File: config.mk
export PLATFORM = sky130hd
export DESIGN_NAME = usb_zlp_retire
export DESIGN_NICKNAME = d
export VERILOG_FILES = /design/src/rtl/usb_zlp_pkg.sv /design/src/rtl/usb_zlp_datapath.sv /design/src/rtl/usb_zlp_ctrl.sv /design/src/rtl/usb_zlp_retire.sv
export SDC_FILE = /design/constraint.sdc
export NUM_CORES = 1
export LEC_CHECK = 0
export BUFFER_PORTS_ARGS = -buffer_cell sky130_fd_sc_hd__buf_2
export CORE_ASPECT_RATIO = 2
export CORE_MARGIN = 2
export CORE_UTILIZATION = 41
export DETAILED_ROUTE_END_ITERATION = 12
export GPL_ROUTABILITY_DRIVEN = 1
export PLACE_DENSITY_LB_ADDON = 0.08
export SYNTH_ARGS = -nofsm -noshare
export SYNTH_HDL_FRONTEND = slang
export SYNTH_HIERARCHICAL = 1
export SYNTH_SLANG_ARGS = --single-unit
File: constraint.sdc
create_clock -name clk -period 5.8 [get_ports clk]
set_input_delay 0.29 -clock clk [delete_from_list [all_inputs] [get_ports clk]]
set_output_delay 0.29 -clock clk [all_outputs]
set_load 0.02 [all_outputs]
File: src/rtl/usb_zlp_pkg.sv
package usb_zlp_pkg;

  typedef enum logic [1:0] {
    ST_IDLE,
    ST_RUN,
    ST_TXZ,
    ST_RXZ
  } zlpState_e;

  // control -> datapath
  typedef struct packed {
    logic load;
    logic consume;
    logic flagOvf;
  } dpStrobe_t;

  // datapath -> control
  typedef struct packed {
    logic isShort;
    logic hitsZero;
    logic overRun;
    logic zltEn;
    logic dirTx;
  } dpStatus_t;

  localparam logic [1:0] XFER_ISO = 2'b01;

endpackage

File: src/rtl/usb_zlp_datapath.sv
module usb_zlp_datapath
  import usb_zlp_pkg::*;
#(
  parameter int COUNT_W = 16,
  parameter int LEN_W   = 11
) (
  input  logic               clk,
  input  logic               rstN,
  input  dpStrobe_t          strobe,
  input  logic [COUNT_W-1:0] descBytes,
  input  logic               dirTx,
  input  logic               zltDisable,
  input  logic [1:0]         xferType,
  input  logic [LEN_W-1:0]   maxPktSize,
  input  logic [LEN_W-1:0]   pktLen,
  output dpStatus_t          status,
  output logic               overflowErr
);

  localparam logic [COUNT_W-1:0] ZERO_COUNT = '0;

  logic [COUNT_W-1:0] remaining;
  logic [LEN_W-1:0]   maxPktQ;
  logic               dirTxQ;
  logic               zltEnQ;
  logic               ovfQ;

  logic [COUNT_W-1:0] lenExt;
  logic [COUNT_W-1:0] nextRemain;
  logic               overRun;

  always_comb begin
    lenExt     = COUNT_W'(pktLen);
    overRun    = lenExt > remaining;
    nextRemain = overRun ? ZERO_COUNT : (remaining - lenExt);
  end

  always_comb begin
    status.isShort  = pktLen < maxPktQ;
    status.hitsZero = nextRemain == ZERO_COUNT;
    status.overRun  = overRun;
    status.zltEn    = zltEnQ;
    status.dirTx    = dirTxQ;
  end

  always_ff @(posedge clk) begin
    if (!rstN) begin
      remaining <= '0;
      maxPktQ   <= '0;
      dirTxQ    <= 1'b0;
      zltEnQ    <= 1'b0;
      ovfQ      <= 1'b0;
    end else if (strobe.load) begin
      remaining <= descBytes;
      maxPktQ   <= maxPktSize;
      dirTxQ    <= dirTx;
      zltEnQ    <= !zltDisable && (xferType != XFER_ISO);
      ovfQ      <= 1'b0;
    end else begin
      if (strobe.consume) remaining <= nextRemain;
      if (strobe.flagOvf) ovfQ <= 1'b1;
    end
  end

  assign overflowErr = ovfQ;

  // outside a load the count can only stay or fall
  assert_count_no_growth_R3: assert property (@(posedge clk) disable iff (!rstN)
    !strobe.load |=> remaining <= $past(remaining));

  // error flag stays until a load
  assert_ovf_sticky_R12: assert property (@(posedge clk) disable iff (!rstN)
    (ovfQ && !strobe.load) |=> ovfQ);

endmodule

File: src/rtl/usb_zlp_ctrl.sv
module usb_zlp_ctrl
  import usb_zlp_pkg::*;
(
  input  logic      clk,
  input  logic      rstN,
  input  logic      descLoad,
  input  logic      pktDone,
  input  dpStatus_t status,
  output dpStrobe_t strobe,
  output logic      sendZlp,
  output logic      retire,
  output logic      active
);

  zlpState_e state, nextState;
  logic      retireD;
  logic      zlpD;

  always_comb begin
    nextState      = state;
    strobe         = '0;
    retireD        = 1'b0;
    zlpD           = 1'b0;
    unique case (state)
      ST_IDLE: begin
        if (descLoad) begin
          strobe.load = 1'b1;
          nextState   = ST_RUN;
        end
      end
      ST_RUN: begin
        if (pktDone) begin
          strobe.consume = 1'b1;
          if (status.dirTx) begin
            if (status.hitsZero) begin
              if (!status.isShort && status.zltEn) begin
                zlpD      = 1'b1;
                nextState = ST_TXZ;
              end else begin
                retireD   = 1'b1;
                nextState = ST_IDLE;
              end
            end
          end else begin
            strobe.flagOvf = status.overRun;
            if (status.isShort) begin
              retireD   = 1'b1;
              nextState = ST_IDLE;
            end else if (status.hitsZero) begin
              if (status.zltEn) begin
                nextState = ST_RXZ;
              end else begin
                retireD   = 1'b1;
                nextState = ST_IDLE;
              end
            end
          end
        end
      end
      ST_TXZ: begin
        if (pktDone) begin
          strobe.consume = 1'b1;
          retireD        = 1'b1;
          nextState      = ST_IDLE;
        end
      end
      ST_RXZ: begin
        if (pktDone) begin
          strobe.consume = 1'b1;
          strobe.flagOvf = status.overRun;
          retireD        = 1'b1;
          nextState      = ST_IDLE;
        end
      end
      default: nextState = ST_IDLE;
    endcase
  end

  always_ff @(posedge clk) begin
    if (!rstN) begin
      state   <= ST_IDLE;
      retire  <= 1'b0;
      sendZlp <= 1'b0;
    end else begin
      state   <= nextState;
      retire  <= retireD;
      sendZlp <= zlpD;
    end
  end

  assign active = state != ST_IDLE;

  assert_retire_one_wide_R11: assert property (@(posedge clk) disable iff (!rstN)
    retire |=> !retire);

  assert_zlp_one_wide_R11: assert property (@(posedge clk) disable iff (!rstN)
    sendZlp |=> !sendZlp);

  assert_retire_after_pkt_R11: assert property (@(posedge clk) disable iff (!rstN)
    retire |-> $past(pktDone));

  // an empty packet is requested only for transmit with the rule on
  assert_zlp_needs_tx_en_R4: assert property (@(posedge clk) disable iff (!rstN)
    sendZlp |-> (status.dirTx && status.zltEn));

  assert_no_zlp_and_retire_R5: assert property (@(posedge clk) disable iff (!rstN)
    !(sendZlp && retire));

endmodule

File: src/rtl/usb_zlp_retire.sv
module usb_zlp_retire
  import usb_zlp_pkg::*;
#(
  parameter int COUNT_W = 16,
  parameter int LEN_W   = 11
) (
  input  logic               clk,
  input  logic               rstN,
  input  logic               descLoad,
  input  logic [COUNT_W-1:0] descBytes,
  input  logic               dirTx,
  input  logic               zltDisable,
  input  logic [1:0]         xferType,
  input  logic [LEN_W-1:0]   maxPktSize,
  input  logic               pktDone,
  input  logic [LEN_W-1:0]   pktLen,
  output logic               sendZlp,
  output logic               retire,
  output logic               active,
  output logic               overflowErr
);

  dpStrobe_t strobe;
  dpStatus_t status;

  usb_zlp_datapath #(.COUNT_W(COUNT_W), .LEN_W(LEN_W)) uDatapath (
    .clk        (clk),
    .rstN       (rstN),
    .strobe     (strobe),
    .descBytes  (descBytes),
    .dirTx      (dirTx),
    .zltDisable (zltDisable),
    .xferType   (xferType),
    .maxPktSize (maxPktSize),
    .pktLen     (pktLen),
    .status     (status),
    .overflowErr(overflowErr)
  );

  usb_zlp_ctrl uCtrl (
    .clk     (clk),
    .rstN    (rstN),
    .descLoad(descLoad),
    .pktDone (pktDone),
    .status  (status),
    .strobe  (strobe),
    .sendZlp (sendZlp),
    .retire  (retire),
    .active  (active)
  );

  // after a retire the block is idle
  assert_idle_after_retire_R11: assert property (@(posedge clk) disable iff (!rstN)
    retire |-> !active);

endmodule

==> summary.md <==
| Metric | Value |
|---|---|
| Critical R2R Capture | `uCtrl/state[1]` |
| Switching Share | `34.1%` |
| Antenna diode count | `0` |
| Pin count of the biggest net entering global routing | `36` |
| Post-layout minimum cycle time | `3370 ps` |
| Power density cells | `269 nW/µm²` |
| Clk pwr share | `about a third` |
| R2R Setup Slk | `approximately 2400 ps` |
| DR vias | `2539` |
| Register area share after synthesis | `25.3%` |
| Total track usage | `about 22%` |
| Reg-to-reg startpoint | `uDatapath/remaining[10]` |
| First-pass GRT wire length | `between 10000 and 15000 µm` |
| Syn Inst Count | `roughly 340` |
| LEAKAGE | `1.34 nW` |
| Gate power share | `35.3%` |
| Post-route clock skew | `about 3.6 ps` |
| CP Data Arrival Time | `roughly 3600 ps` |
| Num ports | `50` |
| DRT Pass-1 Iters | `4` |
| Top post-synthesis cells by area | `dfxtp_1 (25%), ha_1 (10%), a21oi_1 (6.9%), mux2i_1 (4.8%), inv_1 (4.6%)` |
| Status | `complete, no violations` |
| Die footprint | `roughly 7300 µm²` |
| Max_slew headroom | `between 50 and 60%` |
| Number of I/O port buffers | `49` |
| Crit start category | `flip-flop` |
| HPWL after detailed placement | `approximately 5800 µm` |
| TritonCTS Sinks | `34` |
| Seq cells post-synth | `34` |
| H-tree depth | `2` |
| Internal power | `approximately 550 µW` |
| Psw | `about 280 µW` |
| Initial antenna violation count | `0` |
| Final setup fails | `0` |
| Number of synthesized flops with an enable pin | `0` |
| Setup TNS | `0 ps` |
| Critical path, cell by cell | `ha_1, a2111o_1, or3_4, a2111oi_4, o2111ai_1, nor3_2, nand4_1, a21oi_1, or4b_4, o21ai_2` |
| Final Max Tran Viols | `0` |
| Tcrit/Tclk final | `about three fifths` |
| Max-Cap Viols | `0` |
| # nets final | `approximately 450` |
| Crit end category | `flip-flop` |
| Overall power | `~830 µW` |
| Syn_nets | `between 400 and 500` |
| R2R depth | `10` |
| Max FO, Critical Path | `10` |
| Layout area overhead | `14.7%` |
| Residual DRC | `0` |
| CP top delay family | `compound AO/OA/AOI/OAI gates` |
| Max Clk Rate | `a little under 0.3 GHz` |
| Ys flop type | `dfxtp_1` |
| Core area | `6310 µm²` |
| Worst hold margin | `230 ps` |
| Width of the die | `between 60 and 70 µm` |
| Vias in the first global route | `around 2600` |
| Hold wc startpoint | `descBytes[3]` |
| Asr flop ratio synth | `0%` |
| Mapped Area | `around 2700 µm²` |
| Reg power frac | `between 30% and 40%` |
| Hold endpoint | `uDatapath/remaining[3]` |
| Global placement routability congestion | `0.860` |
| Num rows | `between 40 and 50` |
| Remaining antenna violation count | `0` |
| Fin util | `about half` |
| Clock latency on the worst-skew pair | `about 280 ps` |
| Synth top area share | `25.3%` |
| Post-synth top area cell | `dfxtp_1` |
| Final Hold Fails | `0` |
| Netlist cell types | `64` |
| Reg clk slew, reported paths | `around 50 ps` |
| # Post-CTS Setup Buffers | `0` |
| CP max stage delay | `between 500 and 600 ps` |
| Share of cells above drive strength 1 | `18.6%` |
| CTS Buf Count | `5` |
| Hold buffers post-CTS | `0` |
| Post-CTS Resized | `0` |
| Hold Path Class | `in -> reg` |
| Buffers & Inverters on Critical Path | `0` |
| CP Class | `reg -> reg` |
| Routed WL per cell | `between 15 and 20 µm` |
| Starting density of the core | `between 40% and 50%` |
| Peak VDD IR | `between 0.2 and 0.3 mV` |
| Final non-filler cell area | `slightly above 3000 µm²` |
| Initial DRC Count | `134` |
| Fill cell count | `approximately 680` |
| CTS tree | `built` |
| Worst slew pin tran | `approximately 730 ps` |
| Hold path depth | `2` |
| RSZ-0062 raised after global routing | `false` |
| Post-DR vias/cell | `about 5.5` |
| Die Y | `approximately 120 µm` |
| Mapped Avg Cell Area | `approximately 8 µm²` |
| Clk root buf | `clkbuf_16` |
| Required @ worst endpoint | `between 6000 and 7000 ps` |
| Placed cell areas | `approximately 3000 µm²` |
| Longest Clk Path Bufs | `2` |
| Slowest cell on the critical path | `or4b_4` |
| Routed WL | `7230 µm` |
| YS warnings | `6` |
| Total congestion overflow | `0` |
==> layout by cell type, fill, tap and decap left out, types with 10 or more instances in the layout <==
master	synthesis	layout
buf_2	2	49
a21oi_1	37	37
dfxtp_1	34	34
inv_1	33	33
ha_1	22	22
nor2_1	17	17
nand2_1	16	16
nor2b_1	16	16
o21ai_0	15	15
mux2i_1	13	13
nand3_1	10	10
==> registers in the layout, indices dropped and copies added (netlist names) <==
name                   cells
uCtrl/sendZlp              1
uCtrl/state                2
uDatapath/zltEnQ           1
uCtrl/retire               1
uDatapath/dirTxQ           1
uDatapath/maxPktQ         11
uDatapath/overflowErr      1
uDatapath/remaining       16
==> layer usage <==
layer | GRT usage, % | vias to the layer above | share of wire [%] | routed length (µm)
li1 | - | 1294 | - | -
met1 | 24.1 | 1175 | 40 | 2860
met3 | 3.50 | 17 | 3.0 | 214
met2 | 38.2 | 53 | 54 | 3930
met4 | 10.2 | 0 | 3.2 | 228
met5 | 0 | - | 0 | 0
==> power by group through the flow <==
stage                     clock network (mW)  registers (mW)  logic, mW
after floorplan                            0           0.271      0.231
after global placement                     0           0.277      0.292
after detailed placement                   0           0.277      0.292
after CTS                              0.275           0.272      0.294
after global routing                   0.283           0.275      0.329
final                                  0.266           0.272      0.293
==> area by class of cell <==
| class | instances | area [µm²] | share of cell area (%) |
|---|---|---|---|
| Clock buffer | 7 | 143 | 4.62 |
| Sequential cell | 34 | 681 | 22.0 |
| Tap cell | 86 | 108 | 3.48 |
| Multi-Input combinational cell | 250 | 1770 | 57.3 |
| Inverter | 35 | 131 | 4.25 |
| Clock inverter | 1 | 5.00 | 0.162 |
| Timing Repair Buffer | 50 | 253 | 8.18 |
==> through the flow <==
| step | std cells | setup slack, ps |
|---|---|---|
| CTS | 463 | 2460 |
| floorplan | 338 | 2720 |
| global route | 463 | 2280 |
| finish | 463 | 2430 |
| global placement | 455 | 2380 |
| detailed placement | 455 | 2320 |
==> synthesized netlist by cell type, types with 3 or more instances <==
cell type	n
a2111oi_0	3
a211oi_1	4
a21o_1	5
a21oi_1	37
a2bb2oi_1	5
and3_1	5
buf_4	3
clkbuf_1	9
dfxtp_1	34
ha_1	22
inv_1	33
mux2i_1	13
nand2_1	16
nand2b_1	6
nand3_1	10
nand4_1	5
nor2_1	17
nor2b_1	16
nor3_1	8
o211a_1	4
o211ai_1	3
o21a_1	3
o21ai_0	15
o21ai_1	6
o31a_1	3
or3_1	3
xnor2_1	5
==> cells by family after synthesis <==
| kind of cell | Yosys count | synth area share (%) |
|---|---|---|
| AO/OA/AOI/OAI | 111 | 28.2 |
| AND/OR/NAND/NOR | 97 | 19.7 |
| buffers and inverters | 54 | 9.02 |
| flip-flops | 34 | 25.3 |
| adder cells (fa/ha/maj) | 23 | 11.0 |
| multiplexers | 13 | 4.83 |
| XOR/XNOR | 6 | 1.95 |
==> how the worst max path moves through the flow <==
stage | depth (start not counted) | from | slack (ps) | to
final | 10 | uDatapath/remaining[10] | 2430 | uCtrl/state[1]
after detailed placement | 12 | pktLen[10] | 2320 | uCtrl/state[1]
after floorplan | 12 | pktLen[10] | 2720 | uCtrl/state[1]
after CTS | 10 | uDatapath/remaining[10] | 2460 | uCtrl/state[1]
after global routing | 10 | uDatapath/remaining[10] | 2280 | uCtrl/sendZlp
after global placement | 12 | pktLen[10] | 2380 | uCtrl/state[1]
Power figures use the tool's default switching activity.
